## src/rtl/core_arb_pkg.sv

```systemverilog
// Package: shared types for the core-type assignment arbiter.
package core_arb_pkg;

    // Sequencing states of one arbitration interval.
    typedef enum logic [1:0] {
        ARB_IDLE = 2'd0,   // waiting for all preferences
        ARB_CALC = 2'd1,   // resolving and committing
        ARB_HOLD = 2'd2    // waiting for the valid vector to drop
    } arb_state_e;

endpackage

```

## src/rtl/core_arb_lfsr.sv

```systemverilog
// Module: core_arb_lfsr
// Right-shifting Galois LFSR used as the contention draw.
// Assumes: SEED is nonzero; step pulses at most once per arbitration.
module core_arb_lfsr #(
    parameter int              W    = 16,
    parameter logic [W-1:0]    TAPS = 16'hB400,
    parameter logic [W-1:0]    SEED = 16'hACE1
) (
    input  logic         clk,
    input  logic         rst_n,
    input  logic         step,
    output logic [W-1:0] value
);

    logic [W-1:0] state_q;
    logic [W-1:0] state_nxt;

    // Next state: shift right, fold taps in when a one falls out.
    always_comb begin
        state_nxt = state_q >> 1;
        if (state_q[0]) begin
            state_nxt = state_nxt ^ TAPS;
        end
    end

    // State register, advanced only on request.
    always_ff @(posedge clk) begin
        if (!rst_n) begin
            state_q <= SEED;
        end else if (step) begin
            state_q <= state_nxt;
        end
    end

    assign value = state_q;

endmodule

```

## src/rtl/core_arb_ctrl.sv

```systemverilog
// Module: core_arb_ctrl
// Sequences one arbitration per interval. Sampling happens once every
// preference is valid. The commit follows one cycle later. A further start
// waits until the valid vector has dropped.
// Assumes: all_valid is a registered or stable input level.
module core_arb_ctrl
    import core_arb_pkg::*;
(
    input  logic clk,
    input  logic rst_n,
    input  logic all_valid,
    output logic capture,
    output logic commit
);

    arb_state_e state_q;
    arb_state_e state_nxt;

    // Transition and strobe decode.
    always_comb begin
        state_nxt = state_q;
        capture   = 1'b0;
        commit    = 1'b0;
        unique case (state_q)
            ARB_IDLE: begin
                if (all_valid) begin
                    capture   = 1'b1;
                    state_nxt = ARB_CALC;
                end
            end
            ARB_CALC: begin
                commit    = 1'b1;
                state_nxt = ARB_HOLD;
            end
            ARB_HOLD: begin
                if (!all_valid) begin
                    state_nxt = ARB_IDLE;
                end
            end
            default: state_nxt = ARB_IDLE;
        endcase
    end

    // State register.
    always_ff @(posedge clk) begin
        if (!rst_n) begin
            state_q <= ARB_IDLE;
        end else begin
            state_q <= state_nxt;
        end
    end

endmodule

```

## src/rtl/core_arb_resolve.sv

```systemverilog
// Module: core_arb_resolve
// Combinational mapping from preferences to a permutation.
// Pinned threads keep their cores. Each free core type goes to a
// claimant picked by a rotating offset taken from the random word.
// Threads left over fill the free types in ascending order.
// Assumes: cur is a permutation, so pinned cores are distinct.
module core_arb_resolve #(
    parameter int CW = 2,
    parameter int RW = 16,
    localparam int N = 1 << CW
) (
    input  logic [N-1:0][CW-1:0] pref,
    input  logic [N-1:0]         pin,
    input  logic [N-1:0][CW-1:0] cur,
    input  logic [RW-1:0]        rnd,
    output logic [N-1:0][CW-1:0] nxt
);

    logic [N-1:0]  taken;
    logic [N-1:0]  placed;
    logic          won;
    logic          got;
    logic [CW-1:0] off;
    logic [CW-1:0] idx;

    // Three passes: pinned, contended winners, leftover fill.
    always_comb begin
        taken  = '0;
        placed = '0;
        nxt    = cur;
        won    = 1'b0;
        got    = 1'b0;
        off    = '0;
        idx    = '0;

        for (int t = 0; t < N; t++) begin
            if (pin[t]) begin
                taken[cur[t]] = 1'b1;
                placed[t]     = 1'b1;
            end
        end

        for (int c = 0; c < N; c++) begin
            for (int b = 0; b < CW; b++) begin
                off[b] = rnd[(c * CW + b) % RW];
            end
            won = 1'b0;
            for (int k = 0; k < N; k++) begin
                idx = off + CW'(k);
                if (!taken[c] && !won && !pin[idx] && (pref[idx] == CW'(c))) begin
                    nxt[idx]    = CW'(c);
                    placed[idx] = 1'b1;
                    won         = 1'b1;
                end
            end
            if (won) begin
                taken[c] = 1'b1;
            end
        end

        for (int t = 0; t < N; t++) begin
            if (!placed[t]) begin
                got = 1'b0;
                for (int c = 0; c < N; c++) begin
                    if (!got && !taken[c]) begin
                        nxt[t]   = CW'(c);
                        taken[c] = 1'b1;
                        got      = 1'b1;
                    end
                end
            end
        end
    end

endmodule

```

## src/rtl/core_arb.sv

```systemverilog
// Module: core_arb (top)
// Assigns each of N threads to a distinct one of N core types once per
// interval. Holds the mapping as status and strobes moved threads.
// Assumes: N = 2**CW; LFSR_W >= 2; LFSR_SEED nonzero.
module core_arb #(
    parameter int                 CW        = 2,
    parameter int                 LFSR_W    = 16,
    parameter logic [LFSR_W-1:0]  LFSR_TAPS = 16'hB400,
    parameter logic [LFSR_W-1:0]  LFSR_SEED = 16'hACE1,
    localparam int                N         = 1 << CW
) (
    input  logic            clk,
    input  logic            rst_n,
    input  logic [N-1:0]    pref_valid,
    input  logic [N*CW-1:0] pref_core,
    input  logic [N-1:0]    pin_mask,
    output logic [N*CW-1:0] core_map,
    output logic [N-1:0]    migrate,
    output logic            done
);

    logic                  capture;
    logic                  commit;
    logic [LFSR_W-1:0]     rnd;
    logic [N-1:0][CW-1:0]  pref_q;
    logic [N-1:0]          pin_q;
    logic [N-1:0][CW-1:0]  map_q;
    logic [N-1:0][CW-1:0]  map_nxt;
    logic [N-1:0]          moved;
    logic [N-1:0]          mig_q;
    logic                  done_q;

    core_arb_ctrl u_ctrl (
        .clk       (clk),
        .rst_n     (rst_n),
        .all_valid (&pref_valid),
        .capture   (capture),
        .commit    (commit)
    );

    core_arb_lfsr #(
        .W    (LFSR_W),
        .TAPS (LFSR_TAPS),
        .SEED (LFSR_SEED)
    ) u_lfsr (
        .clk   (clk),
        .rst_n (rst_n),
        .step  (commit),
        .value (rnd)
    );

    core_arb_resolve #(
        .CW (CW),
        .RW (LFSR_W)
    ) u_resolve (
        .pref (pref_q),
        .pin  (pin_q),
        .cur  (map_q),
        .rnd  (rnd),
        .nxt  (map_nxt)
    );

    // Sample preferences and pins at the start of an arbitration.
    always_ff @(posedge clk) begin
        if (!rst_n) begin
            pref_q <= '0;
            pin_q  <= '0;
        end else if (capture) begin
            pref_q <= pref_core;
            pin_q  <= pin_mask;
        end
    end

    // Flag threads whose core type differs in the resolved mapping.
    always_comb begin
        for (int t = 0; t < N; t++) begin
            moved[t] = (map_nxt[t] != map_q[t]);
        end
    end

    // Commit the mapping and raise one-cycle strobes.
    always_ff @(posedge clk) begin
        if (!rst_n) begin
            for (int t = 0; t < N; t++) begin
                map_q[t] <= CW'(t);
            end
            mig_q  <= '0;
            done_q <= 1'b0;
        end else if (commit) begin
            map_q  <= map_nxt;
            mig_q  <= moved;
            done_q <= 1'b1;
        end else begin
            mig_q  <= '0;
            done_q <= 1'b0;
        end
    end

    assign core_map = map_q;
    assign migrate  = mig_q;
    assign done     = done_q;

endmodule

```

## config.mk

```make
export PLATFORM = sky130hd
export DESIGN_NAME = core_arb
export DESIGN_NICKNAME = d
export VERILOG_FILES = /design/src/rtl/core_arb_pkg.sv /design/src/rtl/core_arb_lfsr.sv /design/src/rtl/core_arb_ctrl.sv /design/src/rtl/core_arb_resolve.sv /design/src/rtl/core_arb.sv
export SDC_FILE = /design/constraint.sdc
export NUM_CORES = 1
export LEC_CHECK = 0
export ABC_AREA = 1
export CAP_MARGIN = 30
export CORE_MARGIN = 8
export CORE_UTILIZATION = 60
export DETAILED_ROUTE_END_ITERATION = 6
export PLACE_DENSITY = 0.82
export SETUP_SLACK_MARGIN = 0.1
export SLEW_MARGIN = 10
export SYNTH_ARGS = -nofsm -noshare
export SYNTH_HDL_FRONTEND = slang
export SYNTH_SLANG_ARGS = --single-unit
```

## constraint.sdc

```tcl
create_clock -name clk -period 3.5 [get_ports clk]
set_input_delay 0.525 -clock clk [delete_from_list [all_inputs] [get_ports clk]]
set_output_delay 0.525 -clock clk [all_outputs]
set_load 0.05 [all_outputs]
```

* Yosys cells after proc, flatten, opt, wreduce, memory -nomap -nowiden
Index checks and enable logic that the tools add are counted.
** Word-level totals
- Bits in read-only memories :: 0
- Logic and storage cells :: 541
- Input port bits :: 18
- Memories :: 0
- RAM bits :: 0
- Register bits :: 43
- Bits in latches :: 0
** Operators by class
- $lt $le $gt $ge :: 40
- Muxes and demuxes :: 260
- Reductions and logical operators :: 140
- Bitwise gates (word level) :: 56
- Div/mod/pow operators :: 0
- Multipliers :: 0
- Shift operators :: 0
- Add/sub/neg operators :: 12
- Equal/unequal tests :: 20
** Operators by type and width (count)
- 8-bit 2-to-1 mux :: 16
- 2-bit 2-to-1 mux :: 54
- 4-bit OR :: 27
- 1-bit 2-to-1 mux :: 97
- 4-bit 2-to-1 mux :: 23
- 1-bit logical AND :: 76
- 2-bit binary-select mux with 2-bit select :: 16
- 2-bit demux with 2-bit select :: 16
- 2-bit by 3-bit < comparator with 1-bit output (second input constant) :: 20
- 1-bit logical NOT :: 56
- 1-bit demux with 2-bit select :: 20
- 2-bit by 1-bit >= comparator with 1-bit output (second input constant) :: 20
- 4-bit bitwise AND :: 8
- 8-bit bitwise AND :: 4
- 1-bit binary-select mux with 2-bit select :: 16
- 4-bit inverter :: 8
- 8-bit inverter :: 4
- 8-bit OR :: 4
- 2-bit == test (second input constant) :: 9
- 2-bit adder (second input constant) :: 8
- 16-bit 2-to-1 mux :: 1
- 2-bit by 1-bit == test with 1-bit output (second input constant) :: 5
- 2-bit logical NOT :: 5
- 2-bit by 1-bit adder with 2-bit output (second input constant) :: 4
- other kinds (7) :: 11

* Logic depth before layout (Yosys ltp)
Gate-level depths: netlist (run 1).
- Word-level depth :: 110
- Mapped depth :: 27
- Depth with buffers taken out :: 26

* Modules after synthesis
A second synthesis (run 1) with hierarchy kept.
** Second synthesis, totals
- Cell total of the unflattened synthesis :: 733
- Area total of the unflattened synthesis :: 4367.9 um2
** By module, submodules not included
- core_arb_resolve :: cells an instance 494, times used 1, area each 2583.7 um2
- core_arb :: cells an instance 133, times used 1, area each 968.4 um2
- core_arb_lfsr :: cells an instance 93, times used 1, area each 716.9 um2
- core_arb_ctrl :: cells an instance 13, times used 1, area each 98.8 um2

* Worst setup path after synthesis (run 1)
OpenSTA, ideal clock, no wires.
- Kind :: reg2reg
- Start point :: register map_q (netlist bit core_map[2])
- End point :: register mig_q[3] (netlist: migrate[3])
- Data required time :: 3.384 ns
- Setup slack :: 0.581 ns
- Arrival :: 2.803 ns
- Period minus slack after synthesis :: 2.919 ns
- Cell stages (with the launch flop) :: 24
- Setup time :: 0.116 ns
- Cell sequence :: dfxtp_1 inv_1 nand3_1 nand2_1 nor2_1 nand2_1 nor2_2 nor2_2 nand3_1 nor2_1 nor2_1 nand2_2 nor2_8 nand2_4 nand2_1 nand3_2 nand2_1 inv_2 o21ai_2 nand2_1 nand2_1 nand2_1 nor2_1 nor2_1
** On the way
- Word-level cells in the longest chain between the ends :: 77
** Ends and longest elaborated chain
- from (decl) :: RTL line core_arb.sv:27 : logic [N-1:0][CW-1:0] map_q;
- from (signal, indexed assignment) :: RTL line core_arb.sv:85 : map_q[t] <= CW'(t);
- from (signal assigned) :: RTL line core_arb.sv:90 : map_q <= map_nxt;
- 2-bit by 3-bit < comparator with 1-bit output (not written as such) / 2-bit by 1-bit >= comparator with 1-bit output (equally long branches) :: RTL line core_arb_resolve.sv:38 : taken[cur[t]] = 1'b1;
- 1-bit logical AND (not written as such) :: RTL line core_arb_resolve.sv:38
- 1-bit 2-to-1 mux (not written as such) :: RTL line core_arb_resolve.sv:38
- 1-bit demux with 2-bit select *
- 4-bit OR (no line) *
- 4-bit 2-to-1 mux * :: RTL line core_arb_resolve.sv:37 : if (pin[t]) begin
- 4-bit OR (no line)
- 4-bit 2-to-1 mux * :: RTL line core_arb_resolve.sv:37
- (+61 left out)
- 1-bit logical AND :: RTL line core_arb_resolve.sv:65 : if (!got && !taken[c]) begin
- 1-bit 2-to-1 mux :: RTL line core_arb_resolve.sv:65
- 1-bit 2-to-1 mux / 4-bit 2-to-1 mux (equally long branches) :: RTL line core_arb_resolve.sv:62 : if (!placed[t]) begin
- 1-bit logical NOT :: RTL line core_arb_resolve.sv:65
- 1-bit logical AND :: RTL line core_arb_resolve.sv:65
- 2-bit 2-to-1 mux :: RTL line core_arb_resolve.sv:65
- 2-bit 2-to-1 mux * :: RTL line core_arb_resolve.sv:62
- 2-bit != test * :: RTL line core_arb.sv:77 : moved[t] = (map_nxt[t] != map_q[t]);
- to (signal assigned) :: RTL line core_arb.sv:91 : mig_q <= moved;
- to (decl) :: RTL line core_arb.sv:30 : logic [N-1:0] mig_q;
Mark *: on every way between the ends. The rest lies on a longest branch, timed or not. The select of a mux whose other input is x is not followed.
A chain may end at the register's enable or synchronous reset.

* Final worst setup path (run 1)
- Start point :: register pref_q[1] (netlist name)
- End point :: register mig_q[3] (netlist: migrate[3])
** On the way
- Word-level cells in the longest chain between the ends :: 68
** Ends and longest elaborated chain
- from (decl) :: RTL line core_arb.sv:25 : logic [N-1:0][CW-1:0] pref_q;
- from (signal assigned) :: RTL line core_arb.sv:69 : pref_q <= pref_core;
- 2-bit binary-select mux with 2-bit select :: RTL line core_arb_resolve.sv:50 : if (!taken[c] && !won && !pin[idx] && (pref[idx] == CW'(c))) begin
- 2-bit 2-to-1 mux (not written as such) :: RTL line core_arb_resolve.sv:50
- 2-bit logical NOT :: RTL line core_arb_resolve.sv:50
- 1-bit logical AND :: RTL line core_arb_resolve.sv:50
- 1-bit 2-to-1 mux :: RTL line core_arb_resolve.sv:50
- 1-bit logical NOT :: RTL line core_arb_resolve.sv:50
- 1-bit logical AND (3 in a row) :: RTL line core_arb_resolve.sv:50
- 1-bit 2-to-1 mux :: RTL line core_arb_resolve.sv:50
- (+50 left out)
- 1-bit logical AND :: RTL line core_arb_resolve.sv:65
- 1-bit 2-to-1 mux :: RTL line core_arb_resolve.sv:65
- 1-bit 2-to-1 mux / 4-bit 2-to-1 mux (equally long branches) :: RTL line core_arb_resolve.sv:62
- 1-bit logical NOT :: RTL line core_arb_resolve.sv:65
- 1-bit logical AND :: RTL line core_arb_resolve.sv:65
- 2-bit 2-to-1 mux :: RTL line core_arb_resolve.sv:65
- 2-bit 2-to-1 mux * :: RTL line core_arb_resolve.sv:62
- 2-bit != test * :: RTL line core_arb.sv:77
Marks and branches as above.

==> impl_metrics.yaml, run 1 <==
logic_synthesis:
  yosys.area_share.simple_pct: 46.54
  synth_warnings: 0
  ys_async_sr_fraction_pct: 0
  synth_nets: 703
  synthTopCellsByCount: "nand2_1 (165), nand3_1 (97), nor2_1 (77), inv_1 (61)"
  synth_edf_count: 0
  synthCells: 669
  ys.flop_type: "dfxtp_1"
  synth_area_leaders: "dfxtp_1 (22%), nand2_1 (16%), nand3_1 (12%)"
  netlist_area_mm2: 0.003939
  ys_types: 39
  synth_top_area_share_pct: 21.86
  synth_compound_area_share_pct: 15.34
  synthAdderAreaFrac_pct: 5.083
  synth_seq_area_share_pct: 21.86
  synth_mux_area_share_pct: 0
  synth_top_family_by_area: "simple AND/OR/NAND/NOR gates"
  synth.most_common_cell: "nand2_1"
  ys_seq_elements: 43
  synth.avg_cell_area_um2: 5.888
  synth-xor-area-share_pct: 0.6671
  synthDominantAreaCellType: "dfxtp_1"
sta:
  finalSetupTns_ns: 0
  period_share_pct: 90.10
  max_freq_mhz: 317.1
  slew_headroom_pct: 60.23
  finClkSkew_ns: 0.004430
  drv_slew: 0
  fin_crit_ns: 3.154
  tightestPinTransition_ns: 0.5952
  rsz0062_at_grt: "no"
  hold_viol: 0
  setup_violations: 0
clock_tree:
  cts-root-buf: "clkbuf_8"
  clk_pin_slew_ns: 0.10
  clock-sinks: 43
  cts_buffers: 5
  cts_tree: "yes"
  cts_setup_buffers: 0
  post_cts_resized: 0
  ctsHoldBuffers: 0
  clock_path_buffers: 2
  htreeDepth: 2
  clock_latency_ns: 0.31
floorplanning:
  die_w_um: 97.02
  die_area_mm2: 0.009413
  initial_core_util_pct: 62.03
  die_h_um: 97.02
  coreArea_mm2: 0.006350
  row_count: 29
  io_pins: 31
worst_setup_path:
  max_stage_delay_ns: 0.53
  critPathKind: "reg -> reg"
  crit_chain: "inv_1 -> nand3_1 -> nand3_1 -> nand2_1 -> nand2_1 -> nor2_2 -> nand3_1 -> nand3_1 -> nor2_4 -> nand2_4 -> nor2_1 -> nor2_2 -> inv_2 -> nor2_4 -> nand2_1 -> o21ai_0 -> nand3_1 -> nand3_1 -> nand2_1 -> nor2_1 -> nor2_1"
  startpoint_type: "register"
  required_ns: 3.70
  arrival_ns: 3.36
  crit_path_frequent_cell: "nand3_1"
  worstPathMaxFanout: 7
  r2r_slack_ns: 0.35
  crit_family: "simple AND/OR/NAND/NOR gates"
  slowest_stage: "dfxtp_1"
  setup.worst_path.end_class: "register"
  cp_num_buf_inv: 2
cells_and_area:
  layout.nets: 727
  nFillCells: 566
  antenna-diode-count: 0
  syn_to_final_growth_pct: 11.88
  final_core_util_pct: 69.40
  drive_above_1_share_pct: 11.67
global_routing:
  grtUsageTotal_pct: 24.77
  grt_max_degree: 31
  grt_pass1_wl_um: 19810
  grt_pass1_vias: 4208
  grt_overflow: 0
  antenna_found_initial: 0
pwr:
  netSwitchingFraction_pct: 39.93
  p_leak_nw: 2.208
  ir_drop_v: 0.0002142
  seq_power_share_pct: 38.7
  p_per_area_mw_per_mm2: 306.1
  p_comb_share_pct: 34.6
  power_frac_clock_pct: 26.6
  p_switching_mw: 0.5387
  internal-power_mw: 0.8103
detailed_routing:
  dr.max_layer_used: "met4"
  drc: 0
  wl_met3_um: 938
  drt_iter0_markers: 436
  route.vias.total: 4525
  wire_per_inst_um: 15.22
  first_pass_iters: 5
  routed_wl_um: 11730
  ant_nets: 0
  met2WireLength_um: 5274
  avgViaCountPerCell: 5.869
  wl_met1_um: 5251
placed_design:
  routabilityCongestion: 0.9673
  hpwl_um: 9047
  port_buffers: 30
hold_path:
  min_path_type: "reg -> reg"
run_status:
  status: "finished clean"
job:
  maxCapViolCount: 0
==> path summary, 6_finish.rpt <==
| check | from | endpoint | depth (start not counted) |
|---|---|---|---|
| worst min register to register | u_lfsr.value[10] | u_lfsr.value[10] | 2 |
| worst max-delay path | pref_q[1] | migrate[3] | 21 |
| worst min-delay path | u_lfsr.value[10] | u_lfsr.value[10] | 2 |
| worst max register to register | pref_q[1] | migrate[3] | 21 |
==> kinds of logic (layout without fill, tap and decap cells) <==
family                   count (synthesis)  count (layout)
AND/OR/NAND/NOR                        398             398
AO/OA/AOI/OAI                          106             106
buffers and inverters                  103             128
flip-flops                              43              43
adder cells (fa/ha/maj)                 16              16
XOR/XNOR                                 3               3
==> stage by stage <==
stage	area, um2	std cells	worst slack [ns]	power, mW	hold slack [ns]
2_1_floorplan	3939	669	0.5815	0.8816	0.4353
3_3_place_gp	4285	763	0.3268	0.9754	0.4477
3_5_place_dp	4285	763	0.2933	0.9855	0.4562
4_1_cts	4380	771	0.2727	1.340	0.4808
5_1_grt	4407	771	0.06542	1.434	0.5107
6_report	4407	771	0.3464	1.349	0.4811
==> flip-flops by register name (all words and copies together), names as in the netlist <==
register,flops
core_map,8
u_lfsr.value,16
migrate,4
pref_q,8
done,1
u_ctrl.state_q,2
pin_q,4
==> worst min-delay path, stage by stage (launching register included) <==
cell     delay, ns
dfxtp_1       0.34
a21oi_1       0.06
nand2_1       0.06
==> placed cells by master, fill, tap and decap left out, types with 19 or more instances in the layout <==
cell type	n
nand2_1	165
nand3_1	97
nor2_1	75
inv_1	61
o21ai_0	41
dfxtp_1	34
clkdlybuf4s50_1	30
a21oi_1	29
inv_2	21
nand4_1	19
==> layer usage <==
metal  global-route usage (%)  vias up
met5                        0        -
met4                    8.876        0
met3                    3.912       20
met2                    40.36      196
met1                    32.02     2050
li1                         -     2259
==> cell type report <==
cell class,count,area (um2),area share (%)
Clock inverter,3,26.28,0.5963
Clock buffer,5,68.82,1.562
Tap cell,77,96.34,2.186
Multi-Input combinational cell,523,2679,60.79
Inverter,83,311.5,7.070
Timing Repair Buffer,37,352.8,8.007
Sequential cell,43,872.1,19.79
==> power by group through the flow <==
stage	registers (mW)	logic, mW	clock network [mW]
after floorplan	0.530	0.351	0
after global placement	0.531	0.444	0
after detailed placement	0.532	0.454	0
after CTS	0.520	0.455	0.364
after global routing	0.523	0.528	0.382
final	0.522	0.467	0.359
(Power assumes the default switching activity.)
==> run 2, diff against run 1 <==
--- a/config.mk
+++ b/config.mk
@@ -10,6 +10,7 @@
 export CORE_MARGIN = 8
 export CORE_UTILIZATION = 60
 export DETAILED_ROUTE_END_ITERATION = 6
+export MAX_ROUTING_LAYER = met4
 export PLACE_DENSITY = 0.82
 export SETUP_SLACK_MARGIN = 0.1
 export SLEW_MARGIN = 10
==> impl_metrics.yaml, run 2 (synthesized netlist as in run 1, its figures left out) <==
run_status:
  status: "finished clean"
detailed_routing:
  routed_wl_um: 11760
  first_pass_iters: 6
  avgViaCountPerCell: 5.951
  route.vias.total: 4588
  drc: 0
  wire_per_inst_um: 15.25
  ant_nets: 0
  drt_iter0_markers: 463
sta:
  hold_viol: 0
  setup_violations: 0
  finalSetupTns_ns: 0
  period_share_pct: 88.42
  fin_crit_ns: 3.095
  holdWs_ns: 0.4797
  rsz0062_at_grt: "no"
  slew_headroom_pct: 57.64
  finClkSkew_ns: 0.009734
  max_freq_mhz: 323.1
  tightestPinTransition_ns: 0.6339
  drv_slew: 0
pwr:
  seq_power_share_pct: 38.6
  p_per_area_mw_per_mm2: 305.7
  netSwitchingFraction_pct: 40.13
  p_comb_share_pct: 34.8
  ir_drop_v: 0.0001977
  p_switching_mw: 0.5426
  p_leak_nw: 2.218
  finalPower_mw: 1.352
  internal-power_mw: 0.8095
  power_frac_clock_pct: 26.7
clock_tree:
  htreeDepth: 2
  cts_buffers: 5
  cts-root-buf: "clkbuf_8"
  clock_path_buffers: 2
  clock_latency_ns: 0.31
  ctsHoldBuffers: 0
  clk_pin_slew_ns: 0.10
  cts_tree: "yes"
  clock-sinks: 43
hold_path:
  hp-start: "u_lfsr.value[15]"
  min_path_type: "reg -> reg"
  worstHoldEndpoint: "u_lfsr.value[15]"
  hold_path_depth: 2
floorplanning:
  die_w_um: 97.02
  die_h_um: 97.02
  initial_core_util_pct: 62.03
  coreArea_mm2: 0.006350
  row_count: 29
  io_pins: 31
  die_area_mm2: 0.009413
worst_setup_path:
  r2r_end: "migrate[3]"
  reg2reg_depth: 21
  r2r_slack_ns: 0.41
  critPathKind: "reg -> reg"
  arrival_ns: 3.30
  startpoint_type: "register"
  setup.worst_path.end_class: "register"
  worstPathMaxFanout: 7
  setup.worst_path.start: "u_lfsr.value[7]"
  r2r-start: "u_lfsr.value[7]"
  required_ns: 3.70
cells_and_area:
  syn_to_final_growth_pct: 12.29
  layout.nets: 727
  finalNonFillerCells: 771
  largest_reg_flops: 16
  antenna-diode-count: 0
  most-common-layout-cells: "nand2_1 (165), nand3_1 (96), nor2_1 (70), inv_1 (59), o21ai_0 (42)"
  drive_above_1_share_pct: 13.26
  final_core_util_pct: 69.66
  mostFrequentLayoutCell: "nand2_1"
global_routing:
  grt_pass1_vias: 4316
  grt_pass1_wl_um: 20200
  grt_overflow: 0
  grtUsageTotal_pct: 25.71
  antenna_found_initial: 0
  grt_max_degree: 31
job:
  maxCapViolCount: 0
placed_design:
  hpwl_um: 9149
  post-place-cells: 763
  routabilityCongestion: 0.9942
  port_buffers: 30
[run 2: power groups by stage]
stage | logic [mW] | clock network, mW | registers, mW
3_5_place_dp | 0.457 | 0 | 0.532
3_3_place_gp | 0.443 | 0 | 0.531
2_1_floorplan | 0.351 | 0 | 0.530
6_report | 0.470 | 0.361 | 0.521
4_1_cts | 0.459 | 0.362 | 0.521
5_1_grt | 0.528 | 0.383 | 0.523
[run 2: through the flow]
| step | area (um2) | setup slack, ns |
|---|---|---|
| after floorplan | 3939 | 0.5815 |
| after global placement | 4285 | 0.3493 |
| after detailed placement | 4285 | 0.2383 |
| after CTS | 4380 | 0.2037 |
| after global routing | 4423 | 0.1014 |
| final | 4423 | 0.4054 |
[run 2: worst max path at each step]
stage | endpoint | slack (ns)
finish | migrate[3] | 0.41
global route | migrate[3] | 0.10
CTS | migrate[2] | 0.20
detailed placement | migrate[2] | 0.24
global placement | migrate[2] | 0.35
floorplan | migrate[3] | 0.58
[run 2: repair_timing]
item	CTS	global route
setup buffers	0	0
setup endpoints to repair	0	7
gates resized for setup	0	25
[run 2: per-layer routing]
layer	vias to the layer above	global-route usage, %	wire length, um
li1	2259	-	-
met1	2093	32.52	5246
met2	204	41.20	5403
met3	32	3.627	836
met4	0	8.047	271
met5	-	-	0
[run 2: worst max-delay path, cell delays in order, from the launching register on]
cell and delay (ns):
dfxtp_1 0.43, inv_1 0.17, ha_1 0.37, inv_1 0.05
nand3_1 0.09, nand2_1 0.11, nor2_2 0.25, nand3_1 0.15
nor2_1 0.15, nor2_2 0.08, nand2_2 0.12, nor2_8 0.07
nor2_4 0.16, nand2_1 0.12, nand3_1 0.16, nand2_1 0.06
o21ai_0 0.10, nand2_1 0.11, nand2_1 0.06, nand2_1 0.05
nor2_1 0.10, nor2_1 0.04
[run 2: area by class of cell]
type                            count  area (um2)
Inverter                           83       311.5
Fill cell                         563        1927
Tap cell                           77       96.34
Clock buffer                        5       68.82
Clock inverter                      3       26.28
Multi-Input combinational cell    523        2686
Timing Repair Buffer               37       352.8
Sequential cell                    43       880.8
